`src/rtl/pwrseq_pkg.sv`:
```
package pwrseq_pkg;

    localparam int NPG  = 8;
    localparam int NSLP = 4;
    localparam int NIN  = NPG + NSLP;

    // Wait groups over {sleep_n[3:0], pgood[7:0]}
    localparam logic [NIN-1:0] GRP_AON  = 12'h001;
    localparam logic [NIN-1:0] GRP_NC   = 12'h03E;
    localparam logic [NIN-1:0] GRP_CORE = 12'h0C0;
    localparam logic [NIN-1:0] GRP_SLP  = 12'hF00;

    typedef enum logic [2:0] {
        ST_COLD    = 3'd0,
        ST_OFF     = 3'd1,
        ST_ON      = 3'd2,
        ST_COLD_UP = 3'd3,
        ST_OFF_UP  = 3'd4
    } pstate_t;

    typedef enum logic [3:0] {
        PH_COLD, PH_WAIT_AON, PH_DLY_AON, PH_DLY_SUS, PH_OFF, PH_BTN,
        PH_WAIT_SLP, PH_WAIT_NC, PH_WAIT_ALL, PH_DLY_OK, PH_ON
    } phase_t;

    typedef struct packed {
        logic vs_en;
        logic ddr_en;
        logic ddr_shunt;
        logic core_en;
        logic dw_ok;
        logic rsm_rst_n;
        logic btn_n;
        logic sys_ok;
    } rail_t;

    localparam rail_t RAIL_RST = '{vs_en: 1'b0, ddr_en: 1'b0, ddr_shunt: 1'b1,
                                   core_en: 1'b0, dw_ok: 1'b0, rsm_rst_n: 1'b0,
                                   btn_n: 1'b1, sys_ok: 1'b0};

    typedef struct packed {
        phase_t         ph;
        rail_t          rail;
        logic           tmo;
        logic [NIN-1:0] miss;
    } seq_regs_t;

    function automatic int max_int(input int a, input int b);
        return (a > b) ? a : b;
    endfunction

    function automatic pstate_t phase_state(input phase_t p);
        case (p)
            PH_COLD:                                   return ST_COLD;
            PH_WAIT_AON, PH_DLY_AON, PH_DLY_SUS:       return ST_COLD_UP;
            PH_OFF:                                    return ST_OFF;
            PH_ON:                                     return ST_ON;
            default:                                   return ST_OFF_UP;
        endcase
    endfunction

endpackage

```
`src/rtl/pwrseq_sync.sv`:
```
module pwrseq_sync #(
    parameter int W = 1
) (
    input  logic         clk_i,
    input  logic         rst_ni,
    input  logic [W-1:0] d_i,
    output logic [W-1:0] q_o
);
    for (genvar i = 0; i < W; i++) begin : g_bit
        logic [1:0] ff_d, ff_q;
        always_comb ff_d = {ff_q[0], d_i[i]};
        always_ff @(posedge clk_i or negedge rst_ni) begin
            if (!rst_ni) ff_q <= '0;
            else         ff_q <= ff_d;
        end
        assign q_o[i] = ff_q[1];
    end
endmodule

```
`src/rtl/pwrseq_timer.sv`:
```
module pwrseq_timer #(
    parameter int CLK_PER_MS = 1000,
    parameter int MS_W       = 10
) (
    input  logic            clk_i,
    input  logic            rst_ni,
    input  logic            load_i,
    input  logic [MS_W-1:0] load_ms_i,
    output logic            done_o
);
    localparam int PRE_W = (CLK_PER_MS > 1) ? $clog2(CLK_PER_MS) : 1;
    localparam logic [PRE_W-1:0] PRE_TOP = PRE_W'(CLK_PER_MS - 1);

    typedef struct packed {
        logic [MS_W-1:0]  ms;
        logic [PRE_W-1:0] pre;
    } tmr_t;

    tmr_t d, q;

    always_comb begin
        d = q;
        if (load_i) begin
            d.ms  = load_ms_i;
            d.pre = PRE_TOP;
        end else if (q.ms != '0) begin
            if (q.pre == '0) begin
                d.ms  = q.ms - MS_W'(1);
                d.pre = PRE_TOP;
            end else begin
                d.pre = q.pre - PRE_W'(1);
            end
        end
    end

    always_ff @(posedge clk_i or negedge rst_ni) begin
        if (!rst_ni) q <= '0;
        else         q <= d;
    end

    assign done_o = (q.ms == '0);
endmodule

```
`src/rtl/pwrseq_fsm.sv`:
```
module pwrseq_fsm import pwrseq_pkg::*; #(
    parameter int MS_W          = 10,
    parameter int TMO_MS        = 1000,
    parameter int AON_SETTLE_MS = 10,
    parameter int SUS_SETTLE_MS = 5,
    parameter int S5_HOLD_MS    = 1000,
    parameter int BTN_MS        = 16,
    parameter int PWROK_MS      = 99
) (
    input  logic            clk_i,
    input  logic            rst_ni,
    input  logic [NIN-1:0]  in_i,
    input  logic            tmr_done_i,
    output logic            tmr_load_o,
    output logic [MS_W-1:0] tmr_ms_o,
    output rail_t           rail_o,
    output logic [2:0]      state_o,
    output logic            tmo_o,
    output logic [NIN-1:0]  miss_o
);
    seq_regs_t d, q;
    logic [NIN-1:0] want;
    logic hit, advance;

    always_comb begin
        case (q.ph)
            PH_WAIT_AON: want = GRP_AON;
            PH_WAIT_SLP: want = GRP_SLP;
            PH_WAIT_NC:  want = GRP_NC;
            PH_WAIT_ALL: want = GRP_NC | GRP_CORE;
            default:     want = '0;
        endcase
        hit     = ((in_i & want) == want);
        advance = hit || tmr_done_i;

        d          = q;
        d.tmo      = 1'b0;
        tmr_load_o = 1'b0;
        tmr_ms_o   = '0;

        if (want != '0 && advance && !hit) begin
            d.tmo  = 1'b1;
            d.miss = want & ~in_i;
        end

        case (q.ph)
            PH_COLD: begin
                d.ph = PH_WAIT_AON; tmr_load_o = 1'b1; tmr_ms_o = MS_W'(TMO_MS);
            end
            PH_WAIT_AON: if (advance) begin
                d.ph = PH_DLY_AON; tmr_load_o = 1'b1; tmr_ms_o = MS_W'(AON_SETTLE_MS);
            end
            PH_DLY_AON: if (tmr_done_i) begin
                d.rail.dw_ok = 1'b1; d.rail.rsm_rst_n = 1'b1;
                d.ph = PH_DLY_SUS; tmr_load_o = 1'b1; tmr_ms_o = MS_W'(SUS_SETTLE_MS);
            end
            PH_DLY_SUS: if (tmr_done_i) begin
                d.ph = PH_OFF; tmr_load_o = 1'b1; tmr_ms_o = MS_W'(S5_HOLD_MS);
            end
            PH_OFF: if (tmr_done_i) begin
                d.rail.btn_n = 1'b0;
                d.ph = PH_BTN; tmr_load_o = 1'b1; tmr_ms_o = MS_W'(BTN_MS);
            end
            PH_BTN: if (tmr_done_i) begin
                d.rail.btn_n = 1'b1;
                d.ph = PH_WAIT_SLP; tmr_load_o = 1'b1; tmr_ms_o = MS_W'(TMO_MS);
            end
            PH_WAIT_SLP: if (advance) begin
                d.rail.vs_en = 1'b1; d.rail.ddr_shunt = 1'b0; d.rail.ddr_en = 1'b1;
                d.ph = PH_WAIT_NC; tmr_load_o = 1'b1; tmr_ms_o = MS_W'(TMO_MS);
            end
            PH_WAIT_NC: if (advance) begin
                d.rail.core_en = 1'b1;
                d.ph = PH_WAIT_ALL; tmr_load_o = 1'b1; tmr_ms_o = MS_W'(TMO_MS);
            end
            PH_WAIT_ALL: if (advance) begin
                d.ph = PH_DLY_OK; tmr_load_o = 1'b1; tmr_ms_o = MS_W'(PWROK_MS);
            end
            PH_DLY_OK: if (tmr_done_i) begin
                d.rail.sys_ok = 1'b1;
                d.ph = PH_ON;
            end
            PH_ON: d.ph = PH_ON;
            default: d.ph = PH_COLD;
        endcase
    end

    always_ff @(posedge clk_i or negedge rst_ni) begin
        if (!rst_ni) q <= '{ph: PH_COLD, rail: RAIL_RST, tmo: 1'b0, miss: '0};
        else         q <= d;
    end

    assign rail_o  = q.rail;
    assign state_o = phase_state(q.ph);
    assign tmo_o   = q.tmo;
    assign miss_o  = q.miss;
endmodule

```
`src/rtl/pwrseq_top.sv`:
```
module pwrseq_top import pwrseq_pkg::*; #(
    parameter int CLK_PER_MS    = 1000,
    parameter int TMO_MS        = 1000,
    parameter int AON_SETTLE_MS = 10,
    parameter int SUS_SETTLE_MS = 5,
    parameter int S5_HOLD_MS    = 1000,
    parameter int BTN_MS        = 16,
    parameter int PWROK_MS      = 99
) (
    input  logic            clk_i,
    input  logic            rst_ni,
    input  logic [7:0]      pgood_i,
    input  logic [3:0]      sleep_n_i,
    input  logic            bl_req_i,
    input  logic            susp_warn_n_i,
    output logic            rail_vs_en_o,
    output logic            ddr_en_o,
    output logic            ddr_shunt_o,
    output logic            core_en_o,
    output logic            deep_well_ok_o,
    output logic            resume_rst_n_o,
    output logic            pwr_btn_n_o,
    output logic            sys_pwr_ok_o,
    output logic            bl_en_o,
    output logic            susp_ack_n_o,
    output logic [2:0]      state_o,
    output logic            timeout_o,
    output logic [11:0]     miss_mask_o
);
    localparam int MAX_MS = max_int(max_int(max_int(TMO_MS, S5_HOLD_MS),
                                            max_int(AON_SETTLE_MS, SUS_SETTLE_MS)),
                                    max_int(BTN_MS, PWROK_MS));
    localparam int MS_W = $clog2(MAX_MS + 1);

    logic [NIN-1:0]  in_sync;
    logic            tmr_load, tmr_done;
    logic [MS_W-1:0] tmr_ms;
    rail_t           rail;

    pwrseq_sync #(.W(NIN)) u_sync (
        .clk_i(clk_i), .rst_ni(rst_ni),
        .d_i({sleep_n_i, pgood_i}), .q_o(in_sync)
    );

    pwrseq_timer #(.CLK_PER_MS(CLK_PER_MS), .MS_W(MS_W)) u_tmr (
        .clk_i(clk_i), .rst_ni(rst_ni),
        .load_i(tmr_load), .load_ms_i(tmr_ms), .done_o(tmr_done)
    );

    pwrseq_fsm #(
        .MS_W(MS_W), .TMO_MS(TMO_MS), .AON_SETTLE_MS(AON_SETTLE_MS),
        .SUS_SETTLE_MS(SUS_SETTLE_MS), .S5_HOLD_MS(S5_HOLD_MS),
        .BTN_MS(BTN_MS), .PWROK_MS(PWROK_MS)
    ) u_fsm (
        .clk_i(clk_i), .rst_ni(rst_ni), .in_i(in_sync), .tmr_done_i(tmr_done),
        .tmr_load_o(tmr_load), .tmr_ms_o(tmr_ms), .rail_o(rail),
        .state_o(state_o), .tmo_o(timeout_o), .miss_o(miss_mask_o)
    );

    assign rail_vs_en_o   = rail.vs_en;
    assign ddr_en_o       = rail.ddr_en;
    assign ddr_shunt_o    = rail.ddr_shunt;
    assign core_en_o      = rail.core_en;
    assign deep_well_ok_o = rail.dw_ok;
    assign resume_rst_n_o = rail.rsm_rst_n;
    assign pwr_btn_n_o    = rail.btn_n;
    assign sys_pwr_ok_o   = rail.sys_ok;

    assign bl_en_o      = bl_req_i;
    assign susp_ack_n_o = susp_warn_n_i;
endmodule

```
`config.mk`:
```
export PLATFORM = sky130hd
export DESIGN_NAME = pwrseq_top
export DESIGN_NICKNAME = d
export VERILOG_FILES = /design/src/rtl/pwrseq_pkg.sv /design/src/rtl/pwrseq_sync.sv /design/src/rtl/pwrseq_timer.sv /design/src/rtl/pwrseq_fsm.sv /design/src/rtl/pwrseq_top.sv
export SDC_FILE = /design/constraint.sdc
export NUM_CORES = 1
export LEC_CHECK = 0
export CAP_MARGIN = 20
export CELL_PAD_IN_SITES_DETAIL_PLACEMENT = 1
export CELL_PAD_IN_SITES_GLOBAL_PLACEMENT = 2
export CORE_MARGIN = 5
export CORE_UTILIZATION = 32
export CTS_CLUSTER_DIAMETER = 40
export DETAILED_ROUTE_END_ITERATION = 7
export PLACE_DENSITY = 0.78
export SETUP_SLACK_MARGIN = 0.3
export SLEW_MARGIN = 5
export SYNTH_ARGS = -nofsm -noshare
export SYNTH_HDL_FRONTEND = slang
export SYNTH_SLANG_ARGS = --single-unit
export TNS_END_PERCENT = 20
```
`constraint.sdc`:
```
create_clock -name clk_i -period 2.1 [get_ports clk_i]
set_input_delay 0.315 -clock clk_i [delete_from_list [all_inputs] [get_ports clk_i]]
set_output_delay 0.315 -clock clk_i [all_outputs]
set_load 0.05 [all_outputs]
```
==> out/summary.txt <==
==================================================================================
Status                                                                finished, final reports clean
Standard-cell row count                                                         36
Wire length after detailed routing                                         9.59 mm
First-pass GRT wire length                                                 15.4 mm
Sort of element at the end of the critical path                               flop
Async S/R FF share, synth                                                     1.00
Launch instance of the worst register-to-register path                u_tmr.q[10]$_DFFE_PN0P_
TritonCTS Buffers                                                                9
Number of detailed-routing iterations run before antenna repair                  4
Via total after detailed routing                                             2,676
Num ports                                                                       42
Tcrit/Tclk final                                                             0.986
Number of global-route vias before repair                                    2,892
Number of clock sinks                                                           67
CP max-delay cell                                                     sky130_fd_sc_hd__or4b_4
Global route total overflow                                                      0
Net count after synthesis                                                      322
Flops & latches, synth                                                          67
Clock period minus final worst setup slack                                 2070 ps
Data arrival time of the critical path                                     2320 ps
Headroom to the max-slew limit                                               0.654
Clk Latency, worst-skew pair                                                350 ps
Crit start category                                                           flop
Highest fanout seen on the critical path                                         6
Unrepaired setup endpoints after global routing                               true
Most used flip-flop cell after synthesis                              sky130_fd_sc_hd__dfrtp_1
Root buffer cell                                                      sky130_fd_sc_hd__clkbuf_8
Floorplan core area                                                   0.00982 mm^2
Number of antenna violations at the first check in global routing                0
Iter 0 DRT Violations                                                          121
Final Hold Violating Endpoints                                                   0
Chain of cells forming the critical path                              inv_2 > ha_4 > or4b_4 > and3b_2 > buf_6 > buf_4 > nand2_2 > o32ai_1
CP max stage delay                                                          450 ps
Vias per cell                                                                 5.11
Fin util                                                                     0.475
Routed length per placed instance                                          18.3 um
Area added between synthesis and finish                                      44.6%
Hold path endpoint                                                    u_sync.g_bit[1].ff_q[1]$_DFF_PN0_
Fraction of the yosys area taken by sequential cells                         0.521
Path type of the worst min-delay path                                      reg2reg
Pleak                                                                      1.98 nW
Filler Cell Count                                                            1,112
Quantity of I/O buffers inserted on ports                                       37
Placed wire-length estimate after detailed placement                       5.88 mm
Share of final-layout standard cells stronger than drive strength 1          0.381
Initial core utilization                                                     0.328
Worst reg2reg endpoint                                                u_tmr.q[14]$_DFFE_PN0P_
Pre-CTS setup slack                                                       -97.2 ps
Worst-case vdd ir drop                                                  0.000808 V
Number of pins with negative max-slew slack in the final report                  0
Largest net degree at the start of global routing                               68
Worst slew pin tran                                                         517 ps
Total power density per cell area                                     1560 mW/mm^2
Post-synthesis cell count                                                      304
Die height                                                                  110 um
Post-DRT Antenna Nets                                                            0
Count of flip-flops with a built-in enable after synthesis                       0
Max-Cap Viols                                                                    0
Die area                                                               0.0122 mm^2
Setup slack after layout                                                   29.2 ps
Commonest non-fill, non-tap cell in the layout                        sky130_fd_sc_hd__dfrtp_1
Minimum setup slack among reg-to-reg paths                                   30 ps
CTS Buffer Depth                                                                 2
Nets@finish                                                                    404
Post-route total power                                                     7.27 mW
Die extent in x                                                             110 um
GRT Util Overall                                                             0.169
Critical path class                                                        reg2reg
Required time of the critical path                                         2340 ps
Post-synthesis cell area                                              0.00322 mm^2
Avg Cell Area, Syn                                                       10.6 um^2
Most used cells in the layout excluding fill and tap cells            sky130_fd_sc_hd__dfrtp_1 (62), sky130_fd_sc_hd__buf_4 (44), sky130_fd_sc_hd__clkdlybuf4s50_1 (33)
Number of cells on the worst hold path                                           0
Number of setup violations in the final report                                   0
# DRC                                                                            0
Maximum clock skew at final layout                                         11.8 ps
Number of H-tree levels                                                          3
Maximum operating frequency                                                483 MHz
Worst min-delay path startpoint                                       u_sync.g_bit[1].ff_q[0]$_DFF_PN0_
Routability Congestion                                                       0.802
Number of diodes                                                                 0
Total number of yosys warnings                                                   0
TritonCTS clock tree                                                           yes
Depth of the most critical reg-to-reg path                                       8
Clock-pin transition on the worst setup and hold timing paths                80 ps
Post-synthesis cell type count                                                  64
==================================================================================
## per-stage QoR
stage / area (um^2) / setup TNS, ps / instances / hold WS [ps]
floorplan: 3260 / 0 / 304 / 19.4
global placement: 3820 / -20.1 / 469 / 333
global route: 4660 / -177 / 524 / 357
detailed placement: 3820 / -595 / 469 / 336
finish: 4660 / 0 / 524 / 349
CTS: 4460 / 0 / 517 / 346
## synthesized netlist by cell type (all sizes together), types with 3 or more instances
library cell  count  area share
dfrtp            65        0.50
nand2            30       0.036
buf              29       0.069
nor2             22       0.026
a21oi            16       0.026
nor3             13       0.025
o31ai            13       0.030
o21ai            12       0.020
o22a             10       0.027
nand3             9       0.014
inv               8      0.0093
a31oi             4      0.0078
clkbuf            4      0.0047
nor3b             4      0.0093
o22ai             4       0.014
or3               4      0.0078
xor2              4       0.011
a22oi             3      0.0085
and2              3      0.0062
and4b             3      0.0093
nand4             3      0.0097
## timing repair
item / in CTS / in global routing
gates resized for setup: 45 / 29
setup endpoints to repair: 64 / 64
hold buffers: 1 / 0
gates cloned: 2 / 0
setup buffers: 29 / 7
pin swaps: 24 / 14
hold endpoints to repair: 65 / 0
## critical path: cells and delay by family (launching register included)
kind / cells / cell delay, ps
DFF: 1 / 390
AOI/OAI and AO/OA: 1 / 240
adders and majority gates: 1 / 130
buffers and inverters: 3 / 320
and+or+nand+nor: 3 / 880
## cell families after synthesis
kind of cell,count (synthesis),synth area share
AO/OA/AOI/OAI,75,0.167
XOR/XNOR,6,0.0163
adder cells (fa/ha/maj),3,0.0113
buffers and inverters,41,0.0827
flip-flops,67,0.521
multiplexers,2,0.00621
AND/OR/NAND/NOR,110,0.195
## final cells by class
type	count	area, um^2	area share
Inverter	8	32.5	0.00698
Timing Repair Buffer	103	1040	0.222
Clock buffer	10	138	0.0295
Tap cell	133	166	0.0357
Sequential cell	67	1680	0.361
Clock inverter	6	40.0	0.00859
Multi-Input combinational cell	197	1560	0.336
## registers in the layout, summed over array words and instances, names as in the netlist
register,cells
u_fsm.q,4
u_tmr.q,20
u_fsm.miss_o,12
u_fsm.tmo_o,1
u_sync.g_bit.ff_q,24
u_fsm.rail_o,6
## worst max-delay path by stage
stage / depth (start not counted) / to / start / slack (ps)
floorplan: 8 / u_fsm.q[21]$_DFFE_PN0P_ / u_tmr.q[10]$_DFFE_PN0P_ / 160
global placement: 7 / u_tmr.q[13]$_DFFE_PN0P_ / u_fsm.q[21]$_DFFE_PN0P_ / -20
detailed placement: 7 / u_tmr.q[13]$_DFFE_PN0P_ / u_fsm.q[21]$_DFFE_PN0P_ / -100
CTS: 1 / pwr_btn_n_o / u_fsm.rail_o[1]$_DFFE_PN1P_ / 40
global route: 8 / u_fsm.q[21]$_DFFE_PN0P_ / u_tmr.q[10]$_DFFE_PN0P_ / -30
finish: 8 / u_tmr.q[14]$_DFFE_PN0P_ / u_tmr.q[10]$_DFFE_PN0P_ / 30
## power by group
group | switching [mW] | internal (mW)
Combinational | 2.31 | 2.17
Clock | 0.523 | 0.460
Sequential | 0.264 | 1.54
## routing by layer
| layer | up-vias | GRT usage | routed length (um) |
|---|---|---|---|
| met5 | - | 0 | 0 |
| met4 | 0 | 0.0616 | 164 |
| met3 | 15 | 0.0338 | 373 |
| met2 | 54 | 0.276 | 4820 |
| met1 | 1356 | 0.224 | 4230 |
| li1 | 1251 | - | - |
Power figures use the tool's default switching activity.
